**src/rtl/lcd_pkg.sv**
```systemverilog
package lcd_pkg;

    localparam int LC_W    = 11;  // serial word length
    localparam int NUM_FMT = 7;

    typedef enum logic [2:0] {
        FMT_UNKNOWN = 3'd0,
        FMT_SD525I  = 3'd1,
        FMT_SD625I  = 3'd2,
        FMT_ED480P  = 3'd3,
        FMT_ED576P  = 3'd4,
        FMT_HD720P  = 3'd5,
        FMT_HD1080I = 3'd6,
        FMT_HD1080P = 3'd7
    } fmt_e;

    typedef struct packed {
        fmt_e fmt;
        logic field_one;
    } decode_t;

    // Larger nominal count per format slot
    function automatic int nominal_hi(input int idx);
        case (idx)
            0:       return 260;
            1:       return 310;
            2:       return 522;
            3:       return 622;
            4:       return 747;
            5:       return 560;
            default: return 1122;
        endcase
    endfunction

    function automatic logic is_interlaced(input int idx);
        return (idx == 0) || (idx == 1) || (idx == 5);
    endfunction

    function automatic fmt_e code_of(input int idx);
        case (idx)
            0:       return FMT_SD525I;
            1:       return FMT_SD625I;
            2:       return FMT_ED480P;
            3:       return FMT_ED576P;
            4:       return FMT_HD720P;
            5:       return FMT_HD1080I;
            default: return FMT_HD1080P;
        endcase
    endfunction

    function automatic decode_t classify(input logic [LC_W-1:0] cnt, input int tol);
        decode_t res;
        int      c;
        int      hi;
        int      lo;
        c             = int'(cnt);
        res.fmt       = FMT_UNKNOWN;
        res.field_one = 1'b1;
        for (int i = 0; i < NUM_FMT; i++) begin
            hi = nominal_hi(i);
            lo = is_interlaced(i) ? hi - 1 : hi;
            if ((c >= lo - tol) && (c <= hi + tol)) begin
                res.fmt       = code_of(i);
                res.field_one = !is_interlaced(i) || (c >= hi);
            end
        end
        return res;
    endfunction

endpackage

```
**src/rtl/lcd_sync_edges.sv**
```systemverilog
module lcd_sync_edges (
    input  logic clk,
    input  logic rst,
    input  logic hsync_n,
    input  logic vsync_n,
    output logic h_fall,
    output logic v_fall
);
    logic h_q;
    logic v_q;

    always_ff @(posedge clk) begin
        if (rst) begin
            h_q <= 1'b1;
            v_q <= 1'b1;
        end else begin
            h_q <= hsync_n;
            v_q <= vsync_n;
        end
    end

    assign h_fall = h_q & ~hsync_n;
    assign v_fall = v_q & ~vsync_n;
endmodule

```
**src/rtl/lcd_midline_timer.sv**
```systemverilog
module lcd_midline_timer #(
    parameter int PER_W = 12
) (
    input  logic clk,
    input  logic rst,
    input  logic h_fall,
    output logic mid_strobe
);
    localparam logic [PER_W-1:0] PER_MAX = {PER_W{1'b1}};

    logic [PER_W-1:0] per_cnt;
    logic [PER_W-1:0] mid_cnt;

    always_ff @(posedge clk) begin
        if (rst) begin
            per_cnt <= '0;
            mid_cnt <= '0;
        end else if (h_fall) begin
            per_cnt <= '0;
            mid_cnt <= per_cnt >> 1;
        end else begin
            if (per_cnt != PER_MAX) per_cnt <= per_cnt + 1'b1;
            if (mid_cnt != '0)      mid_cnt <= mid_cnt - 1'b1;
        end
    end

    assign mid_strobe = (mid_cnt == PER_W'(1));

    AST_ONE_SAMPLE_PER_LINE: assert property (@(posedge clk) disable iff (rst)
        (mid_strobe && !h_fall) |=> !mid_strobe);
endmodule

```
**src/rtl/lcd_bit_capture.sv**
```systemverilog
module lcd_bit_capture
    import lcd_pkg::*;
#(
    parameter int FIRST_EDGE = 3
) (
    input  logic            clk,
    input  logic            rst,
    input  logic            h_fall,
    input  logic            v_fall,
    input  logic            mid_strobe,
    input  logic            sdata,
    output logic [LC_W-1:0] word,
    output logic            word_vld
);
    localparam int IDX_W = $clog2(FIRST_EDGE + LC_W + 1);
    localparam int BIT_W = $clog2(LC_W + 1);
    localparam logic [IDX_W-1:0] IDX_MAX   = {IDX_W{1'b1}};
    localparam logic [IDX_W-1:0] IDX_FIRST = IDX_W'(FIRST_EDGE);
    localparam logic [IDX_W-1:0] IDX_END   = IDX_W'(FIRST_EDGE + LC_W);
    localparam logic [BIT_W-1:0] BIT_LAST  = BIT_W'(LC_W - 1);

    logic [IDX_W-1:0] edge_idx;
    logic [IDX_W-1:0] idx_nxt;
    logic [BIT_W-1:0] bits;
    logic [LC_W-1:0]  shreg;
    logic [LC_W-1:0]  sh_nxt;
    logic             armed;
    logic             take;
    logic             take_nxt;

    always_comb begin
        idx_nxt  = (edge_idx == IDX_MAX) ? edge_idx : edge_idx + 1'b1;
        take_nxt = armed && (idx_nxt >= IDX_FIRST) && (idx_nxt < IDX_END);
        sh_nxt   = {shreg[LC_W-2:0], sdata};
    end

    always_ff @(posedge clk) begin
        if (rst) begin
            edge_idx <= '0;
            bits     <= '0;
            shreg    <= '0;
            armed    <= 1'b0;
            take     <= 1'b0;
            word     <= '0;
            word_vld <= 1'b0;
        end else begin
            word_vld <= 1'b0;
            if (v_fall) begin
                edge_idx <= '0;
                bits     <= '0;
                armed    <= 1'b1;
                take     <= 1'b0;
            end else begin
                if (mid_strobe && take) begin
                    shreg <= sh_nxt;
                    take  <= 1'b0;
                    if (bits == BIT_LAST) begin
                        bits     <= '0;
                        armed    <= 1'b0;
                        word     <= sh_nxt;
                        word_vld <= 1'b1;
                    end else begin
                        bits <= bits + 1'b1;
                    end
                end
                if (h_fall) begin
                    edge_idx <= idx_nxt;
                    take     <= take_nxt;
                end
            end
        end
    end

    AST_BITS_BOUND: assert property (@(posedge clk) disable iff (rst)
        bits <= BIT_LAST);
endmodule

```
**src/rtl/lcd_classifier.sv**
```systemverilog
module lcd_classifier
    import lcd_pkg::*;
#(
    parameter int TOL = 2
) (
    input  logic            clk,
    input  logic            rst,
    input  logic [LC_W-1:0] word,
    input  logic            word_vld,
    output logic [LC_W-1:0] line_count,
    output fmt_e            fmt_code,
    output logic            field_one,
    output logic            count_valid,
    output logic            composite
);
    localparam int COMP_BIT = LC_W - 3;  // third bit sent, MSB first

    decode_t dec;
    fmt_e    prev_cand;

    always_comb dec = classify(word, TOL);

    always_ff @(posedge clk) begin
        if (rst) begin
            line_count  <= '0;
            fmt_code    <= FMT_UNKNOWN;
            field_one   <= 1'b0;
            count_valid <= 1'b0;
            composite   <= 1'b0;
            prev_cand   <= FMT_UNKNOWN;
        end else begin
            count_valid <= word_vld;
            if (word_vld) begin
                line_count <= word;
                field_one  <= dec.field_one;
                composite  <= word[COMP_BIT];
                prev_cand  <= dec.fmt;
                if (dec.fmt == prev_cand) fmt_code <= dec.fmt;
            end
        end
    end

    AST_VALID_PULSE: assert property (@(posedge clk) disable iff (rst)
        count_valid |=> !count_valid);

    AST_CODE_HOLDS: assert property (@(posedge clk) disable iff (rst)
        !word_vld |=> $stable(fmt_code));

    AST_SD_IS_COMPOSITE: assert property (@(posedge clk) disable iff (rst)
        (count_valid && (fmt_code != $past(fmt_code)) &&
         ((fmt_code == FMT_SD525I) || (fmt_code == FMT_SD625I))) |-> composite);
endmodule

```
**src/rtl/lcount_decoder.sv**
```systemverilog
module lcount_decoder
    import lcd_pkg::*;
#(
    parameter int PER_W      = 12,
    parameter int FIRST_EDGE = 3,
    parameter int TOL        = 2
) (
    input  logic            clk,
    input  logic            rst,
    input  logic            hsync_n,
    input  logic            vsync_n,
    input  logic            vf_data,
    output logic [LC_W-1:0] line_count,
    output logic [2:0]      fmt_code,
    output logic            field_one,
    output logic            count_valid,
    output logic            composite
);
    logic            h_fall;
    logic            v_fall;
    logic            mid_strobe;
    logic [LC_W-1:0] word;
    logic            word_vld;
    fmt_e            fmt_q;

    lcd_sync_edges u_edges (
        .clk     (clk),
        .rst     (rst),
        .hsync_n (hsync_n),
        .vsync_n (vsync_n),
        .h_fall  (h_fall),
        .v_fall  (v_fall)
    );

    lcd_midline_timer #(.PER_W(PER_W)) u_timer (
        .clk        (clk),
        .rst        (rst),
        .h_fall     (h_fall),
        .mid_strobe (mid_strobe)
    );

    lcd_bit_capture #(.FIRST_EDGE(FIRST_EDGE)) u_capture (
        .clk        (clk),
        .rst        (rst),
        .h_fall     (h_fall),
        .v_fall     (v_fall),
        .mid_strobe (mid_strobe),
        .sdata      (vf_data),
        .word       (word),
        .word_vld   (word_vld)
    );

    lcd_classifier #(.TOL(TOL)) u_class (
        .clk         (clk),
        .rst         (rst),
        .word        (word),
        .word_vld    (word_vld),
        .line_count  (line_count),
        .fmt_code    (fmt_q),
        .field_one   (field_one),
        .count_valid (count_valid),
        .composite   (composite)
    );

    assign fmt_code = fmt_q;
endmodule

```
**config.mk**
```make
export PLATFORM = sky130hd
export DESIGN_NAME = lcount_decoder
export DESIGN_NICKNAME = d
export VERILOG_FILES = /design/src/rtl/lcd_pkg.sv /design/src/rtl/lcd_sync_edges.sv /design/src/rtl/lcd_midline_timer.sv /design/src/rtl/lcd_bit_capture.sv /design/src/rtl/lcd_classifier.sv /design/src/rtl/lcount_decoder.sv
export SDC_FILE = /design/constraint.sdc
export NUM_CORES = 1
export LEC_CHECK = 0
export ABC_AREA = 0
export CAP_MARGIN = 20
export CORE_UTILIZATION = 65
export CTS_BUF_LIST = sky130_fd_sc_hd__clkbuf_8
export DETAILED_ROUTE_END_ITERATION = 8
export DONT_BUFFER_PORTS = 1
export PLACE_DENSITY = 0.85
export RECOVER_POWER = 50
export SLEW_MARGIN = 20
export SYNTH_ARGS = -nofsm -noshare
export SYNTH_HDL_FRONTEND = slang
export SYNTH_SLANG_ARGS = --single-unit
```
**constraint.sdc**
```tcl
create_clock -name clk -period 3.01 [get_ports clk]
set_input_delay 0 -clock clk [delete_from_list [all_inputs] [get_ports clk]]
set_output_delay 0 -clock clk [all_outputs]
set_load 0.1 [all_outputs]
```
* After elaboration in Yosys (flattened, before gate mapping)
Index checks and enable logic that the tools add are counted. W data, S select, Z words.
Word-level totals: RAM bits 0, logic and storage cells 91, bits of input ports 5, ROM bits 0, memories kept 0, register bits after elaboration 78, latch bits 0
Operators by class: multipliers 0, $add $sub $neg 4, eq/ne operators 5, muxes and demuxes 17, bitwise gates (word level) 6, shift-type cells 0, reductions and logical operators 22, div/mod/pow operators 0, $lt $le $gt $ge 19
Operators with widths (count):
- $ge A11 B10 Y1 const B | 5
- $ge A11 B9 Y1 const B | 4
- $le A11 B10 Y1 const B | 4
- $mux W4 | 8
- $le A11 B9 Y1 const B | 2
- $mux W11 | 2
- $add A12 B1 Y12 const B | 1
- $eq A12 B1 Y1 const B | 1
- $ne A12 B12 Y1 const B | 1
- $reduce_bool A12 Y1 | 1
- $sub A12 B1 Y12 const B | 1
- $ge A11 B11 Y1 const B | 1
- $le A11 B11 Y1 const B | 1
- $logic_and A1 B1 Y1 | 10
- $add A4 B1 Y4 const B | 2
- $eq A4 B4 Y1 const B | 2
- $reduce_bool A2 Y1 | 4
- $mux W1 | 6
- $reduce_and A2 Y1 | 3
- $ge A4 B2 Y1 const B | 1
- $lt A4 B4 Y1 const B | 1
- $not A1 Y1 | 4
- $reduce_or A2 Y1 | 2
- $eq A3 B3 Y1 | 1
- other kinds (4) | 5

* Logic depth before layout (Yosys ltp)
Gate-level depths: netlist (run 1).
depth in word-level cells 11, mapped depth 9, mapped depth without buffers 8

* Modules after synthesis
Synthesis (run 1) repeated with hierarchy kept, for this count alone.
Unflattened totals: cell total of the unflattened synthesis 444, area, all modules 3809.9 um^2
By module, submodules not included:
- lcd_bit_capture | area each 1307.5 um^2, cells an instance 159, instances 1
- lcd_midline_timer | area each 1258.7 um^2, cells an instance 149, instances 1
- lcd_classifier | area each 1176.1 um^2, cells an instance 130, instances 1
- lcd_sync_edges | area each 67.6 um^2, cells an instance 6, instances 1

* Worst setup path after synthesis (run 1)
Ideal clock, no wire load.
kind register to register, from register u_timer.mid_cnt[4], to register u_capture.word[10], period minus slack after synthesis 2.079 ns, library setup time 0.117 ns, cell stages (with the launch flop) 8, required time 2.893 ns, path buffers 1, data arrival time 1.962 ns, slack 0.931 ns, cells stage by stage dfxtp_1 > or4_4 > nor3_2 > nand2_1 > nor3_2 > nor2_1 > buf_2 > a22o_1
On the way: word-level cells in the longest chain between the ends 3
RTL lines:
- start, declared | line lcd_midline_timer.sv:12 | logic [PER_W-1:0] mid_cnt;
- start signal, assigned | line lcd_midline_timer.sv:20 | mid_cnt <= per_cnt >> 1;
- start signal, assigned | line lcd_midline_timer.sv:23 | if (mid_cnt != '0) mid_cnt <= mid_cnt - 1'b1;
- $eq A12 B1 Y1 | line lcd_midline_timer.sv:27 | assign mid_strobe = (mid_cnt == PER_W'(1));
- $logic_and A1 B1 Y1 | line lcd_bit_capture.sv:54 | if (mid_strobe && take) begin
- $reduce_and A3 Y1 (no line)
- end signal, assigned | line lcd_bit_capture.sv:60 | word <= sh_nxt;
- end, declared | line lcd_bit_capture.sv:12 | output logic [LC_W-1:0] word,
Every way passes these cells. A chain may end at the register's enable or synchronous reset.

* Worst setup path after layout (run 1)
from register u_capture.word[1], to register u_class.fmt_code[1]
On the way: word-level cells in the longest chain between the ends 11
RTL lines:
- $ge A11 B9 Y1 or $le A11 B9 Y1 (tied branches) | line lcd_pkg.sv:62 | if ((c >= lo - tol) && (c <= hi + tol)) begin
- $logic_and A1 B1 Y1 | line lcd_pkg.sv:62
- $mux W2 | line lcd_pkg.sv:62
- $mux W4 (5 in a row) | line lcd_pkg.sv:62
- $mux W4 * | line lcd_pkg.sv:62
- $eq A3 B3 Y1 | line lcd_classifier.sv:38 | if (dec.fmt == prev_cand) fmt_code <= dec.fmt;
- $reduce_and A2 Y1 (no line)
- end signal, assigned | line lcd_classifier.sv:38
- end, declared | line lcd_classifier.sv:11 | output fmt_e fmt_code,
Mark *: on every way between the ends. The rest lies on a longest branch, timed or not.

==> flow_summary.ini, run 1 <==
[yosys]
synth_fp_nets = 432
yosys-top-cells-area = dfxtp_1 (42%), nor2_1 (5.0%), mux2i_1 (4.9%)
synth.distinct_cells = 59
synth_seq_cells = 77
synth_edf_count = 0
synthAdderAreaFrac_pct = 1.640
ys_async_sr_fraction_pct = 0
yosysTopAreaCellShare_pct = 42.09
synth_ff_type = dfxtp_1
synthMuxAreaShare_pct = 5.227
synth_top_family_by_area = simple AND/OR/NAND/NOR gates
yosysTopAreaCell = dfxtp_1
synth_xor_area_share_pct = 5.022
yosysWarningCount = 0
syn_area_um2 = 3662
synthCells = 423
synth_compound_area_share_pct = 16.16
synth_seq_area_share_pct = 42.09
yosys.area_share.simple_pct = 25.45
avgSynthCellArea_um2 = 8.658

[setup_path]
startpoint_type = flop
crit_type = flop to flop
crit_path_max_fanout = 14
slowest_stage = dfxtp_1
crit_family = compound AO/OA/AOI/OAI gates
rrSetupSlack_ns = 0.25
crit_chain = maj3_1 -> nor3_1 -> o211a_1 -> a311oi_2 -> mux2_2 -> nand4_1 -> a31oi_1 -> dlygate4sd3_1
slowest_delay_ns = 0.60
cp.arrival_ns = 3.00
critPathRequiredTime_ns = 3.25
worstSetupEndpointType = flop
crit_buf_inv = 1

[sta]
setup_viol = 0
worst_hold_slack_ns = 0.06107
finalSetupTns_ns = 0
rsz0062_at_grt = false
tightest_slew_ns = 2.295
timing.final.max_slew_violations = 1
fin_crit_ns = 2.759
finalHoldViolCount = 0
period_share_pct = 91.67
clock_skew_ns = 0.007706
slew_headroom_pct = -52.32
fmax_mhz = 362.4

[power]
p_switching_mw = 0.8506
internal-power_mw = 1.876
pwr-share-clk_pct = 30.3
p_leak_nw = 1.419
powerDensity_nw_per_um2 = 690.3
ir_worst_vdd_mv = 0.4649
swShare_pct = 31.20
p_seq_share_pct = 43.1
pwr-share-comb_pct = 26.6

[cts]
cts.root.buffer_cell = clkbuf_8
h-tree-depth = 3
cts_buffers = 9
cts_sinks = 77
cts_resized = 0
insertion_delay_ns = 0.36
cts_tree = yes
cts_buffer_depth = 2
clkTransAtPathRegs_ns = 0.08

[route]
drt_iter0_drc = 319
wl_per_cell_um = 15.46
ant_nets = 0
vias = 3082
via_per_inst = 6.127
drcViolationCount = 0
totalWireLength_mm = 7.778
firstDrtPassIters = 5

[global_route]
grt_max_degree = 46
grt_overflow = 0
grt_pass1_vias = 2880
grt_antenna_before_repair = 0
grt.total_usage_pct = 28.71
grt_pass1_wl_mm = 13.53

[die]
initial_utilization_pct = 69.49
core_area_um2 = 5270
fp.dieH_um = 77.06
die_area_um2 = 5938
ioPinCount = 22
std_cell_rows = 26
dieWidth_um = 77.06

[hold_path]
min_path_type = input port to flop

[layout]
most-common-layout-cells = dfxtp_1 (77), nor2_1 (49), nand2_1 (42)
area_growth_pct = 7.858
drive_gt1_share_pct = 7.852
nets = 437
diodes = 0
final_common_cell = dfxtp_1

[place]
hpwl_mm = 5.002
port-buffer-count = 0
gp_congestion = 0.8979

[status]
violations = capacitance limit, slew limit
outcome = finished, violations left

[run]
drv_cap = 1
## worst paths after layout
check                                       start                                to  cells past startpoint
hold reg to reg   u_capture.shreg[9]$_SDFFE_PP0P_   u_capture.shreg[9]$_SDFFE_PP0P_                      2
hold / removal                            hsync_n   u_timer.mid_cnt[0]$_SDFFE_PP0P_                      4
setup reg to reg   u_capture.word[1]$_SDFFE_PP0P_  u_class.fmt_code[1]$_SDFFE_PP0P_                      8
setup / recovery   u_capture.word[1]$_SDFFE_PP0P_  u_class.fmt_code[1]$_SDFFE_PP0P_                      8
## cell type report
class	instances	area [um2]
Timing Repair Buffer	21	133.9
Multi-Input combinational cell	311	1951
Clock buffer	9	123.9
Clock inverter	7	82.58
Fill cell	386	1320
Tap cell	70	87.58
Inverter	8	30.03
Sequential cell	77	1541
## state kept, by name, summed over array words and instances (netlist names)
register / cells
u_capture.edge_idx: 4
u_capture.shreg: 10
u_class.field_one: 1
u_capture.take: 1
u_capture.bits: 4
u_class.count_valid: 1
u_edges.v_q: 1
u_class.line_count: 11
u_class.fmt_code: 3
u_capture.word: 11
u_capture.word_vld: 1
u_edges.h_q: 1
u_class.prev_cand: 3
u_timer.mid_cnt: 12
u_capture.armed: 1
u_timer.per_cnt: 12
## cell families after synthesis
kind of cell | Yosys count
AO/OA/AOI/OAI | 85
XOR/XNOR | 21
adder cells (fa/ha/maj) | 5
buffers and inverters | 35
flip-flops | 77
multiplexers | 19
AND/OR/NAND/NOR | 181
## metal layers
layer,up-vias,share of wire (%),GRT usage (%)
met2,104,47,47.23
met5,-,0,0
met1,1453,45,36.57
li1,1513,-,-
met3,12,6.1,7.024
met4,0,1.3,10.00
## cell usage after synthesis (2+ instances only)
master,n
a211oi_1,10
a21oi_1,26
a22o_1,12
a311oi_2,3
a31oi_1,5
and2_1,3
and3_1,3
and4b_1,2
buf_1,3
buf_2,9
buf_4,3
clkbuf_1,11
dfxtp_1,77
ha_1,4
inv_1,7
mux2i_1,18
nand2_1,42
nand2b_1,7
nand3_1,12
nand3b_1,3
nand4_1,5
nor2_1,49
nor2b_1,9
nor3_1,19
nor3_2,4
nor3b_1,3
nor4_1,4
nor4b_1,3
o2111a_1,2
o211ai_1,2
o21ai_0,11
o21ai_1,2
or2_2,2
or3_1,3
or4_4,2
xnor2_1,12
xor2_1,9
## per-stage QoR
stage	cell area, um2	util (%)	cells	setup WS [ns]	power, mW
CTS	4009	76.07	503	0.3360	2.751
global placement	3732	70.82	481	0.7636	1.884
finish	3950	74.95	503	0.2508	2.727
global route	3950	74.95	503	0.09952	2.875
floorplan	3662	-	423	0.9311	1.841
detailed placement	3732	70.82	481	0.6858	1.909
## what timing repair did
item / in CTS / in global routing
setup buffers: 0 / 0
hold buffers: 6 / 0
hold endpoints to repair: 45 / 0
## power groups by stage
stage | sequential, mW | clock [mW] | combinational, mW
after CTS | 1.18 | 0.839 | 0.736
after global routing | 1.19 | 0.878 | 0.811
final | 1.18 | 0.827 | 0.724
after detailed placement | 1.20 | 0 | 0.712
after global placement | 1.19 | 0 | 0.692
after floorplan | 1.18 | 0 | 0.663
## worst min-delay path, stage by stage
cell     delay, ns
nor2b_1       0.03
buf_4         0.19
nand2_1       0.08
a21oi_1       0.06
(Power assumes the default switching activity.)
==> run 2, diff against run 1 <==
--- a/config.mk
+++ b/config.mk
@@ -7,11 +7,11 @@
 export LEC_CHECK = 0
 export ABC_AREA = 0
 export CAP_MARGIN = 20
-export CORE_UTILIZATION = 65
+export CORE_UTILIZATION = 30
 export CTS_BUF_LIST = sky130_fd_sc_hd__clkbuf_8
 export DETAILED_ROUTE_END_ITERATION = 8
 export DONT_BUFFER_PORTS = 1
-export PLACE_DENSITY = 0.85
+export PLACE_DENSITY = 0.48
 export RECOVER_POWER = 50
 export SLEW_MARGIN = 20
 export SYNTH_ARGS = -nofsm -noshare
==> run 2 against run 1 <==
  * The flow still finishes with violations (capacitance limit, slew limit)
  * Cell area up 3.0%
  * Sequential power about the same
  * Largest power group unchanged
  * Global-route usage fell by 16 points
  * Fmax decreased by 1.4%
  * Critical endpoint unchanged
  * Clock-buffer cell count grew 3
  * Largest cell class unchanged
  * Final cell count rose by 15%
  * First-iteration DRC count shrank 73%
  * Critical path depth unchanged
  * Die area increased by 110%
  * Clock skew increased by 0.0084 ns
  * Via count decreased by 5.6%
  * Combinational power is 1% higher
==> flow_summary.ini, run 2 (same netlist as run 1, synthesis figures left out) <==
[status]
outcome = finished, violations left
violations = capacitance limit, slew limit

[setup_path]
worstSetupEndpointType = flop
reg2regPathDepth = 8
crit_buf_inv = 1
startpoint_type = flop
slowest_stage = dfxtp_1
reg2reg_from = u_capture.word[1]$_SDFFE_PP0P_
critPathRequiredTime_ns = 3.27
cp.arrival_ns = 3.05
crit_path_max_fanout = 14
r2r-end = u_class.fmt_code[1]$_SDFFE_PP0P_
crit_chain = maj3_1 -> nor3_1 -> o211a_1 -> a311oi_2 -> mux2_2 -> nand4_1 -> a31oi_1 -> dlygate4sd3_1
slowest_delay_ns = 0.62
crit_type = flop to flop
crit_family = compound AO/OA/AOI/OAI gates
rrSetupSlack_ns = 0.21

[die]
initial_utilization_pct = 31.40
fp.dieH_um = 112.5
die_area_um2 = 12650
core_area_um2 = 11660
std_cell_rows = 39
ioPinCount = 22
dieWidth_um = 112.5

[sta]
period_share_pct = 92.94
finalHoldViolCount = 0
rsz0062_at_grt = false
clock_skew_ns = 0.01613
timing.final.max_slew_violations = 1
fin_crit_ns = 2.798
finalSetupTns_ns = 0
slew_headroom_pct = -52.35
tightest_slew_ns = 2.295
setup_viol = 0
fmax_mhz = 357.5

[power]
ir_worst_vdd_mv = 0.2169
swShare_pct = 31.19
powerDensity_nw_per_um2 = 671.4
p_leak_nw = 1.416
p_seq_share_pct = 42.9
pwr-share-clk_pct = 30.3
pwr-share-comb_pct = 26.9
internal-power_mw = 1.879
p_switching_mw = 0.8518

[place]
gp_congestion = 0.8097
port-buffer-count = 0
place_inst = 554
hpwl_mm = 5.216

[cts]
cts_buffer_depth = 2
cts.root.buffer_cell = clkbuf_8
clkTransAtPathRegs_ns = 0.08
cts_sinks = 77
insertion_delay_ns = 0.36
h-tree-depth = 3
cts_tree = yes
postCtsSetupBuffers = 0
cts_buffers = 9

[route]
firstDrtPassIters = 4
totalWireLength_mm = 7.678
wl_per_cell_um = 13.33
ant_nets = 0
drt_iter0_drc = 85
via_per_inst = 5.049
drcViolationCount = 0
vias = 2908

[global_route]
grt_pass1_vias = 2813
grt_max_degree = 46
grt_overflow = 0
grt_pass1_wl_mm = 13.22
grt_antenna_before_repair = 0
grt.total_usage_pct = 13.12

[hold_path]
holdCritStartpoint = hsync_n
holdPathStages = 4
whs_endpoint = u_timer.mid_cnt[0]$_SDFFE_PP0P_
min_path_type = input port to flop

[layout]
nets = 437
diodes = 0
most-common-layout-cells = dfxtp_1 (77), nor2_1 (49), nand2_1 (42)
area_growth_pct = 11.07
top_regs = u_timer.mid_cnt: 12 flops, u_timer.per_cnt: 12 flops
stdcell_count = 576
multi_input_area_um2 = 1972
n_fill_cell = 1267
drive_gt1_share_pct = 9.007
register_area_um2 = 1541
final_common_cell = dfxtp_1

[run]
drv_cap = 1
run 2: changes by cell type in the layout (fill, tap and decap cells not counted):
cell        change
clkbuf_8        +3
clkinv_2        -2
bufinv_16       -1
clkinvlp_4      +1
inv_1           -1
nor3_1          -1
nor3_2          +1
nor4_1          -1
nor4_2          +1
nor4b_1         -1
nor4b_2         +1
or4_1           -1
or4_4           +1
run 2: tightest hold or removal path, delay by kind of cell:
kind | cells | cell delay, ns
AO/OA/AOI/OAI | 1 | 0.05
buffers and inverters | 1 | 0.19
AND/OR/NAND/NOR | 2 | 0.10
run 2: final cells by class:
class | instances | share of cell area [%]
clock buffers | 12 | 4.060
clock inverters | 4 | 1.138
inverters | 8 | 0.7382
multi-input cells | 311 | 48.48
flip-flops and latches | 77 | 37.90
well taps | 143 | 4.399
repair buffers | 21 | 3.291
run 2: worst max-delay path by stage:
stage                               startpoint                               end  cells past startpoint
3_3_place_gp   u_timer.mid_cnt[4]$_SDFFE_PP0P_   u_capture.word[10]$_SDFFE_PP0P_                      6
2_1_floorplan  u_timer.mid_cnt[4]$_SDFFE_PP0P_   u_capture.word[10]$_SDFFE_PP0P_                      7
5_1_grt         u_capture.word[1]$_SDFFE_PP0P_  u_class.fmt_code[1]$_SDFFE_PP0P_                      8
6_report        u_capture.word[1]$_SDFFE_PP0P_  u_class.fmt_code[1]$_SDFFE_PP0P_                      8
3_5_place_dp   u_timer.mid_cnt[4]$_SDFFE_PP0P_    u_capture.word[9]$_SDFFE_PP0P_                      6
4_1_cts         u_capture.word[1]$_SDFFE_PP0P_  u_class.fmt_code[1]$_SDFFE_PP0P_                      8
run 2: repair_timing:
action | in CTS | in global routing
hold buffers | 6 | 0
resized for setup | 0 | 1
hold endpoints to repair | 45 | 0
endpoints found under the setup margin | 0 | 1
run 2: metal layers:
layer	wire [um]	track usage (%)
met1	3838	16.23
met2	3445	20.83
met3	236	3.348
met4	159	7.378
met5	0	0
run 2: through the flow:
step | setup WS (ns) | util, % | instance area (um2) | hold slack (ns) | power, mW
after floorplan | 0.9311 | - | 3662 | 0.1066 | 1.841
after global placement | 0.6020 | 32.84 | 3830 | 0.07380 | 1.920
after detailed placement | 0.5196 | 32.84 | 3830 | 0.07575 | 1.909
after CTS | 0.2367 | 35.25 | 4111 | 0.01416 | 2.770
after global routing | 0.01670 | 34.88 | 4068 | 0.05410 | 2.909
final | 0.2124 | 34.88 | 4068 | 0.04161 | 2.731
run 2: power groups by stage:
stage | Sequential, mW | Clock [mW] | Combinational, mW
2_1_floorplan | 1.18 | 0 | 0.663
3_3_place_gp | 1.19 | 0 | 0.727
3_5_place_dp | 1.19 | 0 | 0.715
4_1_cts | 1.17 | 0.860 | 0.740
5_1_grt | 1.18 | 0.900 | 0.824
6_report | 1.17 | 0.827 | 0.734
